$ cat src/rtl/scr_rx_pkg.sv
package scr_rx_pkg;

    typedef enum logic [1:0] {
        PIN_OFF         = 2'b00,
        PIN_PHASE_RST   = 2'b01,
        PIN_FREQ_STREAM = 2'b10,
        PIN_OFF_ALT     = 2'b11
    } pin_role_e;

    typedef enum logic [1:0] {
        RX_IDLE = 2'b00,
        RX_MARK = 2'b01,
        RX_DATA = 2'b10
    } rx_state_e;

endpackage

$ cat src/rtl/pin_sync.sv
module pin_sync #(
    parameter int STAGES = 2
) (
    input  logic clk,
    input  logic rst_n,
    input  logic pin_i,
    output logic level_o,
    output logic rise_o
);
    // chain[STAGES-1] is the synchronised level, chain[STAGES] its previous value
    typedef struct packed {
        logic [STAGES:0] chain;
    } sync_regs_t;

    sync_regs_t cur_q, nxt_d;

    always_comb begin
        nxt_d       = cur_q;
        nxt_d.chain = {cur_q.chain[STAGES-1:0], pin_i};
    end

    always_ff @(posedge clk) begin
        if (!rst_n) cur_q <= '0;
        else        cur_q <= nxt_d;
    end

    assign level_o = cur_q.chain[STAGES-1];
    assign rise_o  = cur_q.chain[STAGES-1] & ~cur_q.chain[STAGES];
endmodule

$ cat src/rtl/phase_reset_ctrl.sv
module phase_reset_ctrl (
    input  logic clk,
    input  logic rst_n,
    input  logic enable_i,
    input  logic rise_i,
    input  logic field_start_i,
    output logic phase_reset_o
);
    typedef struct packed {
        logic pending;
        logic fire;
    } prc_regs_t;

    prc_regs_t cur_q, nxt_d;

    always_comb begin
        nxt_d = cur_q;
        if (!enable_i) begin
            nxt_d.pending = 1'b0;
            nxt_d.fire    = 1'b0;
        end else begin
            // a pending request is served at this field start; a new edge waits for the next one
            nxt_d.fire    = cur_q.pending & field_start_i;
            nxt_d.pending = rise_i | (cur_q.pending & ~field_start_i);
        end
    end

    always_ff @(posedge clk) begin
        if (!rst_n) cur_q <= '0;
        else        cur_q <= nxt_d;
    end

    assign phase_reset_o = cur_q.fire;
endmodule

$ cat src/rtl/freq_frame_rx.sv
module freq_frame_rx
    import scr_rx_pkg::*;
#(
    parameter int FRAME_BITS   = 67,
    parameter int CLKS_PER_BIT = 2,
    parameter int FIELD_LSB    = 0,
    parameter int FIELD_W      = 22
) (
    input  logic               clk,
    input  logic               rst_n,
    input  logic               enable_i,
    input  logic               level_i,
    input  logic               rise_i,
    output logic [FIELD_W-1:0] word_o,
    output logic               update_o
);
    localparam int IDX_W  = $clog2(FRAME_BITS);
    localparam int TICK_W = (CLKS_PER_BIT > 2) ? $clog2(CLKS_PER_BIT) : 1;
    localparam logic [TICK_W-1:0] LAST_TICK = TICK_W'(CLKS_PER_BIT - 1);
    localparam logic [IDX_W-1:0]  LAST_IDX  = IDX_W'(FRAME_BITS - 1);

    typedef struct packed {
        rx_state_e              state;
        logic [TICK_W-1:0]      tick;
        logic [IDX_W-1:0]       idx;
        logic [FRAME_BITS-1:0]  shreg;
        logic [FIELD_W-1:0]     word;
        logic                   upd;
    } rx_regs_t;

    rx_regs_t cur_q, nxt_d;
    logic [FRAME_BITS-1:0] shifted;

    always_comb begin
        nxt_d   = cur_q;
        nxt_d.upd = 1'b0;
        shifted = {level_i, cur_q.shreg[FRAME_BITS-1:1]};
        if (!enable_i) begin
            nxt_d.state = RX_IDLE;
            nxt_d.tick  = '0;
            nxt_d.idx   = '0;
        end else begin
            unique case (cur_q.state)
                RX_IDLE: begin
                    if (rise_i) begin
                        // the marker's first cycle is this one
                        nxt_d.state = RX_MARK;
                        nxt_d.tick  = TICK_W'(1);
                        nxt_d.idx   = '0;
                    end
                end
                RX_MARK: begin
                    if (cur_q.tick == LAST_TICK) begin
                        nxt_d.tick  = '0;
                        nxt_d.state = RX_DATA;
                    end else begin
                        nxt_d.tick = cur_q.tick + TICK_W'(1);
                    end
                end
                RX_DATA: begin
                    if (cur_q.tick == LAST_TICK) begin
                        nxt_d.tick  = '0;
                        nxt_d.shreg = shifted;
                        if (cur_q.idx == LAST_IDX) begin
                            nxt_d.word  = shifted[FIELD_LSB +: FIELD_W];
                            nxt_d.upd   = 1'b1;
                            nxt_d.state = RX_IDLE;
                            nxt_d.idx   = '0;
                        end else begin
                            nxt_d.idx = cur_q.idx + IDX_W'(1);
                        end
                    end else begin
                        nxt_d.tick = cur_q.tick + TICK_W'(1);
                    end
                end
                default: nxt_d.state = RX_IDLE;
            endcase
        end
    end

    always_ff @(posedge clk) begin
        if (!rst_n) begin
            cur_q       <= '0;
            cur_q.state <= RX_IDLE;
        end else begin
            cur_q <= nxt_d;
        end
    end

    assign word_o   = cur_q.word;
    assign update_o = cur_q.upd;
endmodule

$ cat src/rtl/subcarrier_ctrl_rx.sv
module subcarrier_ctrl_rx
    import scr_rx_pkg::*;
#(
    parameter int FRAME_BITS   = 67,
    parameter int CLKS_PER_BIT = 2,
    parameter int FIELD_LSB    = 0,
    parameter int FIELD_W      = 22,
    parameter int SYNC_STAGES  = 2
) (
    input  logic               clk,
    input  logic               rst_n,
    input  logic [1:0]         pin_mode,
    input  logic               ctrl_pin,
    input  logic               field_start,
    output logic               phase_reset,
    output logic [FIELD_W-1:0] freq_word,
    output logic               freq_update
);
    pin_role_e role;
    logic      pin_level;
    logic      pin_rise;
    logic      rst_role;
    logic      stream_role;

    assign role        = pin_role_e'(pin_mode);
    assign rst_role    = (role == PIN_PHASE_RST);
    assign stream_role = (role == PIN_FREQ_STREAM);

    pin_sync #(
        .STAGES (SYNC_STAGES)
    ) u_sync (
        .clk     (clk),
        .rst_n   (rst_n),
        .pin_i   (ctrl_pin),
        .level_o (pin_level),
        .rise_o  (pin_rise)
    );

    phase_reset_ctrl u_phase (
        .clk           (clk),
        .rst_n         (rst_n),
        .enable_i      (rst_role),
        .rise_i        (pin_rise),
        .field_start_i (field_start),
        .phase_reset_o (phase_reset)
    );

    freq_frame_rx #(
        .FRAME_BITS   (FRAME_BITS),
        .CLKS_PER_BIT (CLKS_PER_BIT),
        .FIELD_LSB    (FIELD_LSB),
        .FIELD_W      (FIELD_W)
    ) u_frame (
        .clk      (clk),
        .rst_n    (rst_n),
        .enable_i (stream_role),
        .level_i  (pin_level),
        .rise_i   (pin_rise),
        .word_o   (freq_word),
        .update_o (freq_update)
    );
endmodule

$ cat config.mk
export PLATFORM = sky130hd
export DESIGN_NAME = subcarrier_ctrl_rx
export DESIGN_NICKNAME = d
export VERILOG_FILES = /design/src/rtl/scr_rx_pkg.sv /design/src/rtl/pin_sync.sv /design/src/rtl/phase_reset_ctrl.sv /design/src/rtl/freq_frame_rx.sv /design/src/rtl/subcarrier_ctrl_rx.sv
export SDC_FILE = /design/constraint.sdc
export NUM_CORES = 1
export LEC_CHECK = 0
export ABC_CLOCK_PERIOD_IN_PS = 2400
export BUFFER_PORTS_ARGS = -buffer_cell sky130_fd_sc_hd__buf_2
export CORE_MARGIN = 4
export CORE_UTILIZATION = 59
export DETAILED_ROUTE_END_ITERATION = 10
export HOLD_SLACK_MARGIN = 0.06
export PLACE_DENSITY = 0.87
export RECOVER_POWER = 100
export SYNTH_ARGS = -nofsm -noshare
export SYNTH_HDL_FRONTEND = slang
export SYNTH_SLANG_ARGS = --single-unit
$ cat constraint.sdc
create_clock -name clk -period 2.4 [get_ports clk]
set_input_delay 0.24 -clock clk [delete_from_list [all_inputs] [get_ports clk]]
set_output_delay 0.24 -clock clk [all_outputs]
set_load 0.1 [all_outputs]
# After elaboration in Yosys (flattened, before gate mapping)
# Cells that the tools add are included.
[word_totals]
register_bits = 105
[classes]
n_addsub = 2
n_eq_ne = 9
muxes = 11
n_bitwise = 6
n_reduce_logical = 12
[ops]
columns = ["operator", "count"]
rows = [
  ["$mux 97", 1],
  ["$mux 23", 1],
  ["$pmux 7 s2", 1],
  ["$reduce_and 4->1", 3],
  ["$mux 10", 1],
  ["$add 7x1->7 const B", 1],
  ["$eq 7x7->1 const B", 1],
  ["$mux 7", 1],
  ["$mux 2", 3],
  ["$ne 2x1->1 const B", 3],
  ["$pmux 2 s3", 1],
  ["$reduce_and 2->1", 3],
  ["$reduce_and 3->1", 2],
  ["$eq 2x1->1 const B", 2],
  ["$eq 2x2->1 const B", 2],
  ["$reduce_bool 2->1", 2],
  ["$and 1x1->1", 3],
  ["$logic_not 2->1", 1],
  ["$ne 2x2->1 const B", 1],
  ["$not 1->1", 2],
  ["$pmux 1 s2", 1],
  ["$reduce_or 2->1", 1],
  ["$add 1x1->1 const B", 1],
  ["$mux 1", 1],
  ["$or 1x1->1", 1],
]

# Longest topological paths before layout
[logic_depth]
ltp_word = 4
depth_mapped = 8
mapped_depth_nobuf = 6

# By module
# A second synthesis with hierarchy kept.
[unflattened]
cells_unflattened = 444
area_unflattened_um2 = 3940.0
[modules_own_cells]
columns = ["module", "instances", "cells_per_inst", "area_each_um2", "seq_area_each_um2"]
rows = [
  ["freq_frame_rx", 1, 430, 3766.1, 1981.9],
  ["pin_sync", 1, 7, 92.6, 60.1],
  ["phase_reset_ctrl", 1, 5, 66.3, 40.0],
  ["subcarrier_ctrl_rx", 1, 2, 15.0, 0.0],
]

# Least setup slack after synthesis
# OpenSTA, ideal clock, no wires.
[synth_path]
kind = "reg-to-reg"
start = "register u_frame.cur_q[98] (netlist name)"
end = "register u_frame.cur_q[96] (netlist name)"
setup_ps = 70
arrival_time_ps = 1711
required_time_ps = 2330
setup_slack_ps = 619
stages_incl_launch_ff = 7
path_buffers = 0
cell_sequence = "dfxtp_1 > inv_1 > ha_1 > mux2i_1 > a21o_4 > or4_1 > a21oi_1"
[synth_between]
elab_chain_cells = 3
elab_cells_between_ends = 7
cone_classes = "eq/ne (3); mux (1); reduce/logical (3)"
[synth_lines]
columns = ["item", "line_no", "rtl"]
rows = [
  ["start: declaration", "freq_frame_rx.sv:31", "rx_regs_t cur_q, nxt_d;"],
  ["start signal: assignment", "freq_frame_rx.sv:86", "cur_q <= nxt_d;"],
  ["$eq 2x2->1 / $logic_not 2->1 (equally long branches)", "freq_frame_rx.sv:43", "unique case (cur_q.state)"],
  ["$ne 2x1->1 (no source line) (tied with other cells)", "n/a", ""],
  ["$reduce_and 3->1 (no source line)", "n/a", ""],
]
# Several ways; a longest one is shown, not always the timed one.
# A chain may end at the register's enable or synchronous reset.

# Worst setup path after layout
# Ends and elaborated chain as after synthesis.

==> metrics.log <==
INFO  metric rrSetupSlack = 0.37 ns
INFO  metric power.switching_fraction = 22.29%
INFO  metric max-vdd-ir-drop = 0.5732 mV
INFO  metric totalWireLength = 6.618 mm
INFO  metric synth_area_leaders = dfxtp_1 53%, nand2_1 13%, a21oi_1 9.4%
INFO  metric period_minus_slack = 2.031 ns
INFO  metric worstHoldPathType = in -> reg
INFO  metric drt_pre_antenna_iters = 4
INFO  metric route.detailed.drc = 0
INFO  metric insertion_delay = 0.36 ns
INFO  metric cts_sinks = 104
INFO  metric setup_viol = 0
INFO  metric grt_setup_unrepaired = no
INFO  metric fin_util = 63.95%
INFO  metric route.detailed.vias_per_inst = 5.387
INFO  metric final_common_cell = nand2_1
INFO  metric cp.arrival = 2.32 ns
INFO  metric postSynthRegisterBits = 104
INFO  metric global_route.usage.total = 17.69%
INFO  metric n_fill_cell = 529
INFO  metric max_slew_violation_count = 0
INFO  metric initial_core_util = 61.01%
INFO  metric mostFrequentLayoutCells = 137 x nand2_1, 104 x dfxtp_1, 73 x a21oi_1
INFO  metric synth_edf_count = 0
INFO  metric layout.cells.non_filler = 527
INFO  metric grt_max_degree = 67
INFO  metric hp-start = ctrl_pin
INFO  metric slew_headroom = 21.63%
INFO  metric synthToLayoutAreaGrowth = 4.817%
INFO  metric hold_viol = 0
INFO  metric cts-root-buf = clkbuf_8
INFO  metric placed_cells = 511
INFO  metric synth.avg_cell_area = 8.678 µm²
INFO  metric timing_worst_setup_path_type = reg -> reg
INFO  metric clk_pin_slew_worst_paths = 0.09 ns
INFO  metric die_width = 89.27 µm
INFO  metric end_kind = register
INFO  metric first_global_vias = 2580
INFO  metric route.antenna.remaining_nets = 0
INFO  metric cp_data_required_time = 2.69 ns
INFO  metric fp.dieArea = 7968 µm²
INFO  metric synthDistinctLibCells = 36
INFO  metric max_freq = 0.4923 GHz
INFO  metric yosys_most_used_dff = dfxtp_1
INFO  metric tritoncts_clock_tree = done
INFO  metric first_pass_grt_wire_length = 11.23 mm
INFO  metric insertedDiodeCount = 0
INFO  metric synth_seq_area_share = 53.44%
INFO  metric finalCritPeriodShare = 84.63%
INFO  metric reg_power_share = 59.9%
INFO  metric slew_at_the_pin_with_the_worst_max_slew_slack = 1.181 ns
INFO  metric worst_hold_depth = 2
INFO  metric core_area = 6386 µm²
INFO  metric initial_antenna_violation_count = 0
INFO  metric p_leak = 1.379 nW
INFO  metric async_reset_ff_share = 0%
INFO  metric power.net_switching = 0.0006438 W
INFO  metric detailedRoute.firstIterationViolations = 169
INFO  metric place_area = 3915 µm²
INFO  metric ctsHoldBuffers = 0
INFO  metric synth.net_count = 462
INFO  metric row_count = 29
INFO  metric dp.final_hpwl = 4.303 mm
INFO  metric drive_above_1_share = 7.111%
INFO  metric cts-buffers-inserted = 9
INFO  metric chipHeight = 89.27 µm
INFO  metric max-clock-path-buffers = 2
INFO  metric setup.worst_path.start_class = register
INFO  metric clockPowerShare = 38.4%
INFO  metric detail_route.wl_per_cell = 12.56 µm
INFO  metric finClkSkew = 0.01034 ns
INFO  metric mappedNetlistArea = 3896 µm²
INFO  metric run_status = completed
INFO  metric portBuffers = 29
INFO  metric place.gp.congestion = 0.8671
INFO  metric place_worst_setup_slack = 0.4039 ns
INFO  metric synth_largest_area_cell = dfxtp_1
INFO  metric timing.final.ws_setup = 0.3689 ns
INFO  metric r2r_start = u_frame.cur_q[98]
INFO  metric io_pins = 30
INFO  metric cts_max_level = 3
INFO  metric critPathMaxFanout = 8
INFO  metric combinational_power_share = 1.7%
INFO  metric capture_endpoint_of_the_worst_hold_path = u_sync.cur_q[0]
INFO  metric reg2regPathDepth = 6
INFO  metric cts_resized = 0
INFO  metric internal_power = 0.002245 W
INFO  metric grt-ovfl-total = 0
INFO  metric worst_r2r_endpoint = u_frame.cur_q[96]
INFO  metric layout.cell_area.non_filler = 4084 µm²
INFO  metric finalSetupTns = 0 ns
INFO  metric cts_setup_buffers = 0
INFO  metric synthDominantCellAreaShare = 53.44%
INFO  metric ys.warnings.count = 0
INFO  metric syn-instance-count = 449
INFO  metric maxCapViolations = 0
INFO  metric final_nets = 458
INFO  metric routed-via-count = 2839
INFO  metric powerDensity = 707.4 nW/µm²
==> registers in the layout, summed over array words and instances (netlist names) <==
signal	cells
u_frame.word_o	22
u_sync.cur_q	3
u_phase.phase_reset_o	1
u_frame.update_o	1
u_phase.cur_q	1
u_frame.cur_q	76
==> through the flow <==
stage | hold WS [ns] | total power, W
3_5_place_dp | 0.4280 | 0.001819
5_1_grt | 0.1008 | 0.002998
6_report | 0.09213 | 0.002889
3_3_place_gp | 0.4257 | 0.001818
2_1_floorplan | 0.3617 | 0.001805
4_1_cts | 0.08655 | 0.002908
==> layer usage <==
metal | track usage (%) | up-vias | wire, µm
met5 | 0 | - | 0
met1 | 22.04 | 1321 | 3138
met3 | 3.410 | 12 | 253
li1 | - | 1460 | -
met2 | 29.20 | 46 | 3097
met4 | 8.796 | 0 | 129
==> Yosys cell counts (4+ instances only) <==
master	n
clkbuf_1	20
nor2_1	8
ha_1	7
nand3_1	6
xnor2_1	4
inv_1	4
a22o_1	21
a21oi_1	73
buf_4	24
buf_2	6
nand2_1	137
dfxtp_1	104
==> critical path, stage by stage, from the launching register on <==
cell,delay (ns)
dfxtp_1,0.43
inv_1,0.10
ha_1,0.31
mux2i_1,0.21
a21o_4,0.25
or4_1,0.50
a21oi_1,0.16
==> logic make-up (layout without fill, tap and decap cells) <==
| group | count (synthesis) | in the layout | synth area share (%) |
|---|---|---|---|
| AOI/OAI and AO/OA | 109 | 109 | 17.08 |
| xor gates and xnor gates | 4 | 4 | 0.8991 |
| adders and majority gates | 7 | 7 | 2.248 |
| buffers and inverters | 55 | 56 | 7.803 |
| DFF | 104 | 104 | 53.44 |
| muxes | 2 | 2 | 0.5138 |
| and+or+nand+nor | 168 | 168 | 18.02 |
==> power by group through the flow <==
stage               sequential, W  clock, W  combinational [W]
global route              0.00173   0.00121          0.0000558
CTS                       0.00173   0.00113          0.0000502
finish                    0.00173   0.00111          0.0000504
floorplan                 0.00177         0          0.0000362
detailed placement        0.00177         0          0.0000501
global placement          0.00177         0          0.0000488
==> final cells by class <==
type                       instances  area [µm²]  share of cell area, %
clock inverter                     7       85.08                  2.083
clock buffer                       9       123.9                  3.033
sequential                       104        2082                  50.98
multi-input combinational        290        1514                  37.07
timing repair buffer              35       163.9                  4.013
inverter                           5       18.77                 0.4596
tap                               77       96.34                  2.359
==> worst max-delay path by stage <==
stage	depth (start not counted)	from	slack [ns]	to
finish	6	u_frame.cur_q[98]	0.37	u_frame.cur_q[96]
global placement	6	u_frame.cur_q[98]	0.54	u_frame.cur_q[96]
CTS	6	u_frame.cur_q[98]	0.38	u_frame.cur_q[96]
detailed placement	6	u_frame.cur_q[98]	0.40	u_frame.cur_q[96]
global route	6	u_frame.cur_q[98]	0.21	u_frame.cur_q[64]
floorplan	6	u_frame.cur_q[98]	0.62	u_frame.cur_q[96]
Power figures use the tool's default switching activity.
